## config.mk

```make
export PLATFORM = sky130hd
export DESIGN_NAME = sdi_nrzi_descrambler
export DESIGN_NICKNAME = d
export VERILOG_FILES = /design/src/rtl/sdi_rx_pkg.sv /design/src/rtl/sdi_nrzi_stage.sv /design/src/rtl/sdi_descram_stage.sv /design/src/rtl/sdi_fill_tracker.sv /design/src/rtl/sdi_nrzi_descrambler.sv
export SDC_FILE = /design/constraint.sdc
export NUM_CORES = 1
export LEC_CHECK = 0
export BUFFER_PORTS_ARGS = -buffer_cell sky130_fd_sc_hd__buf_2
export CORE_MARGIN = 10
export CORE_UTILIZATION = 46
export DETAILED_ROUTE_END_ITERATION = 8
export HOLD_SLACK_MARGIN = 0.12
export SLEW_MARGIN = 25
export SYNTH_ARGS = -nofsm -noshare
export SYNTH_HDL_FRONTEND = slang
export SYNTH_SLANG_ARGS = --single-unit
```

## constraint.sdc

```tcl
create_clock -name clk -period 2.59 [get_ports clk]
set_clock_uncertainty 0.2 [all_clocks]
set_input_delay 0.1295 -clock clk [delete_from_list [all_inputs] [get_ports clk]]
set_output_delay 0.1295 -clock clk [all_outputs]
set_load 0.01 [all_outputs]
```

## src/rtl/sdi_rx_pkg.sv

```systemverilog
package sdi_rx_pkg;

    // Scrambler history length and the inner tap position (x^9 + x^4 + 1)
    localparam int SCR_ORDER_DEF = 9;
    localparam int SCR_TAP_DEF   = 4;

    // One registered output beat
    typedef struct packed {
        logic data;
        logic valid;
    } serial_beat_t;

    // NRZI (x + 1) decode of one bit
    function automatic logic nrzi_decode(input logic cur_line, input logic prev_line);
        return cur_line ^ prev_line;
    endfunction

    // Three-term descramble of one bit
    function automatic logic descramble_bit(input logic nrz,
                                            input logic nrz_mid,
                                            input logic nrz_far);
        return nrz ^ nrz_mid ^ nrz_far;
    endfunction

endpackage

```

## src/rtl/sdi_nrzi_stage.sv

```systemverilog
module sdi_nrzi_stage
    import sdi_rx_pkg::*;
(
    input  logic clk,
    input  logic rst,
    input  logic adv,
    input  logic line_bit,
    output logic nrz_bit
);

    logic prev_q;

    always_ff @(posedge clk) begin
        if (rst) begin
            prev_q <= 1'b0;
        end else if (adv) begin
            prev_q <= line_bit;
        end
    end

    assign nrz_bit = nrzi_decode(line_bit, prev_q);

endmodule

```

## src/rtl/sdi_descram_stage.sv

```systemverilog
module sdi_descram_stage
    import sdi_rx_pkg::*;
#(
    parameter int ORDER = SCR_ORDER_DEF,
    parameter int TAP   = SCR_TAP_DEF
) (
    input  logic clk,
    input  logic rst,
    input  logic adv,
    input  logic nrz_bit,
    output logic data_bit
);

    // hist_q[i] holds the NRZ bit received i+1 accepted bits ago
    logic [ORDER-1:0] hist_q;

    always_ff @(posedge clk) begin
        if (rst) begin
            hist_q <= '0;
        end else if (adv) begin
            hist_q <= {hist_q[ORDER-2:0], nrz_bit};
        end
    end

    assign data_bit = descramble_bit(nrz_bit, hist_q[TAP-1], hist_q[ORDER-1]);

endmodule

```

## src/rtl/sdi_fill_tracker.sv

```systemverilog
module sdi_fill_tracker #(
    parameter int FILL = 10
) (
    input  logic clk,
    input  logic rst,
    input  logic clear,
    input  logic adv,
    output logic full
);

    localparam int CW = $clog2(FILL + 1);

    logic [CW-1:0] cnt_q;

    always_ff @(posedge clk) begin
        if (rst || clear) begin
            cnt_q <= '0;
        end else if (adv && !full) begin
            cnt_q <= cnt_q + 1'b1;
        end
    end

    assign full = (cnt_q == CW'(FILL));

endmodule

```

## src/rtl/sdi_nrzi_descrambler.sv

```systemverilog
module sdi_nrzi_descrambler
    import sdi_rx_pkg::*;
#(
    parameter int HIST_LEN = SCR_ORDER_DEF,
    parameter int MID_TAP  = SCR_TAP_DEF
) (
    input  logic clk,
    input  logic rst,
    input  logic in_bit,
    input  logic in_valid,
    input  logic bypass,
    output logic out_bit,
    output logic out_valid
);

    // One line bit for NRZI history plus HIST_LEN NRZ bits
    localparam int FILL_BITS = HIST_LEN + 1;

    logic nrz_bit;
    logic data_bit;
    logic hist_full;
    serial_beat_t beat_q;

    sdi_nrzi_stage u_nrzi (
        .clk      (clk),
        .rst      (rst),
        .adv      (in_valid),
        .line_bit (in_bit),
        .nrz_bit  (nrz_bit)
    );

    sdi_descram_stage #(
        .ORDER (HIST_LEN),
        .TAP   (MID_TAP)
    ) u_descram (
        .clk      (clk),
        .rst      (rst),
        .adv      (in_valid),
        .nrz_bit  (nrz_bit),
        .data_bit (data_bit)
    );

    sdi_fill_tracker #(
        .FILL (FILL_BITS)
    ) u_fill (
        .clk   (clk),
        .rst   (rst),
        .clear (bypass),
        .adv   (in_valid),
        .full  (hist_full)
    );

    // Shared output register: both modes see exactly one clock of latency
    always_ff @(posedge clk) begin
        if (rst) begin
            beat_q <= '0;
        end else begin
            beat_q.valid <= in_valid && (bypass || hist_full);
            if (in_valid) begin
                beat_q.data <= bypass ? in_bit : data_bit;
            end
        end
    end

    assign out_bit   = beat_q.data;
    assign out_valid = beat_q.valid;

endmodule

```

==> summary.txt <==
GRT
  • Initial antenna violation count: 0
  • Largest net degree at the start of global routing: 22
  • First-pass GRT wire length: 2076 µm
  • Global Route Usage Sum: under 10%
  • GR Overflow Total: 0
  • Vias in the first global route: 506

Pwr
  • Switching part of the total: 22.18%
  • Internal power component: 0.0003267 W
  • VDD IR max: 0.2611 mV
  • Seq pwr share: 61.1%
  • Switching Power: 0.00009310 W
  • Pwr/cell area: 542.9 nW/µm²
  • Logic gate share of total power: roughly a tenth
  • Overall Power: 0.0004198 W
  • Leak: between 0.3 and 0.4 nW
  • Clk pwr share: 29.3%

Synth
  • FFs w/ async S/R, synth: 0%
  • Post-synth top area share: 49.04%
  • Number of synthesized flops with an enable pin: 0
  • Syn_area_per_cell: 10.21 µm²
  • Ys flop type: dfxtp_1
  • Largest area contributor in the netlist: dfxtp_1
  • YS warnings: 0
  • Syn_nets: 71
  • Sequential share of the synthesized area: 49.04%
  • Area contributors post-synth: dfxtp_1 49%, mux2i_1 14%, nor2_1 6.9%, ha_1 3.8%, xnor3_1 3.4%
  • Top cells by count, synth: 16 x dfxtp_1, 12 x nor2_1, 9 x mux2i_1, 4 x a21oi_1, 3 x clkbuf_1
  • Synth Instances: 64
  • Synth unique cells: 22
  • Post-synthesis sequential element count: 16
  • Post-Syn Area: 653.1 µm²
  • Top-count cell post-synth: dfxtp_1

Die
  • IO Pins: 7
  • Core Area: 1318 µm²
  • Starting Density: 49.57%
  • Die area: 3327 µm²
  • Rows: 13
  • DIE WIDTH: 57.68 µm
  • Die Span Y: 57.68 µm

Route
  • Final WL: 1143 µm
  • WL/cell: 12.56 µm
  • Vias per cell: 5.198
  • Total iterations of the first detailed-routing run: 4
  • Vias: roughly 470
  • DRC viols: 0
  • DRT iter0 DRCs: 4
  • Antenna-violating nets left: 0

Finish
  • Nets: 85
  • Layout cells sized above 1: 14.47%
  • Final Core Density: 58.69%
  • Area Overhead vs Synth: 18.39%
  • Post-layout instance area: 773.2 µm²
  • Diode count: 0

Worst setup path
  • Origin of the critical flop-to-flop path: u_fill.cnt_q[0]
  • Worst reg2reg setup slack: about 760 ps
  • Critical path type: in2reg
  • Worst path required time: between 2000 and 3000 ps
  • Reg-to-Reg End: out_valid
  • CP arrival: between 1500 and 2000 ps
  • Worst Setup End Kind: register
  • Max Fanout on Critical Path: 21
  • Startpoint types: primary input
  • Register-to-Register Path Depth: 5

Clocking
  • Clk sink count: 16
  • CTS tree: done
  • Clock-pin slew on the worst setup and hold paths: around 90 ps
  • Htree depth: 1
  • CTS Buf Count: 3
  • Skew-Pair Late Insertion Delay: 270 ps
  • Setup Fix Bufs, Post-CTS: 0
  • CTS Buffer Depth: 2
  • Root Buffer Master: clkbuf_4

Min path
  • Hold Crit Class: reg2reg
  • Min-Delay Startpoint: out_bit
  • WHS Endpoint: out_bit
  • Worst hold stages: 2

Placement
  • Dpl hpwl: around 750 µm
  • # port buffers: 6
  • Instance area at placement: slightly below 700 µm²
  • GPL Wtd Cong: 0.6729

STA
  • Final hold violation count: 0
  • Final setup vio count: 0
  • Relative slew slack: 69.35%
  • Max Fclk: 0.5170 GHz
  • Worst slew pin tran: around 460 ps
  • Hold WS: a little under 300 ps
  • Min cycle time layout: 1934 ps
  • Unrepaired setup endpoints after global routing: false
  • Final Max Tran Viols: 0
  • Post-route setup TNS: 0 ps
  • Period utilisation layout: 74.68%

Run status
  • Outcome: complete, no violations

Job
  • Maxcap violations: 0
## kinds of logic (layout without fill, tap and decap cells)
kind of cell    count (synthesis)  in the layout  share of synthesized area, %
simple gates                   19             19                         13.99
flops                          16             16                         49.04
mux                             9              9                         13.79
compound gates                 10             10                         10.35
buf+inv                         5             17                         2.874
xor+xnor                        3              3                         6.131
fa+ha+maj                       2              2                         3.831
## routing by layer
metal | share of wire (%) | routed length [µm] | up-vias | GRT usage [%]
met3 | 2.0 | 23 | 4 | 1.961
li1 | - | - | 245 | -
met5 | 0 | 0 | - | 0
met4 | 1.6 | 18 | 0 | 5.034
met1 | 47 | 532 | 220 | 7.950
met2 | 50 | 569 | 4 | 13.04
## cell usage in the layout, fill, tap and decap left out, types with 2 or more instances in the layout
| cell type | n |
|---|---|
| a21oi_1 | 4 |
| a311oi_1 | 2 |
| buf_2 | 6 |
| clkbuf_4 | 3 |
| dfxtp_1 | 16 |
| dlygate4sd3_1 | 6 |
| ha_1 | 2 |
| inv_1 | 2 |
| mux2i_1 | 9 |
| nor2_1 | 12 |
## worst max-delay path: stages
cell,delay [ps]
dlygate4sd3_1,530
buf_2,400
mux2i_1,230
nor2_1,50
dlygate4sd3_1,550
## power by group through the flow
stage	combinational, W	clock [W]	sequential [W]
global placement	0.0000334	0	0.000262
finish	0.0000403	0.000123	0.000256
detailed placement	0.0000339	0	0.000262
global route	0.0000450	0.000140	0.000258
floorplan	0.0000233	0	0.000262
CTS	0.0000405	0.000130	0.000256
## worst max-delay path by stage
stage | slack, ps | end | from | cells after the start
floorplan | 1080 | out_bit | u_descram.hist_q[3] | 3
global placement | 1050 | out_bit | u_descram.hist_q[3] | 3
detailed placement | 1020 | out_bit | u_descram.hist_q[3] | 3
CTS | 700 | u_nrzi.prev_q | in_valid | 5
global route | 580 | u_nrzi.prev_q | in_valid | 5
finish | 660 | u_nrzi.prev_q | in_valid | 5
## layout make-up
type / count / area [µm²]
clock buffers: 3 / 22.52
fillers: 126 / 544.3
inverters: 2 / 7.507
multi-input cells: 43 / 314.1
flip-flops and latches: 16 / 320.3
well taps: 15 / 18.77
repair buffers: 12 / 90.09
## per-stage QoR
step                      worst slack, ps  std cells
after CTS                           695.9         91
after detailed placement             1016         82
after global routing                579.2         91
after global placement               1047         82
after floorplan                      1076         64
final                               655.8         91
## flip-flops by register name (all words and copies together) (netlist names)
register          cells
out_bit               1
out_valid             1
u_nrzi.prev_q         1
u_descram.hist_q      9
u_fill.cnt_q          4
## repair_timing
action                                 CTS  global route
gates resized for setup                  0             0
endpoints found under the hold margin   16             0
hold buffers                             6             0
No activity file was read; power rests on OpenSTA's default activity.
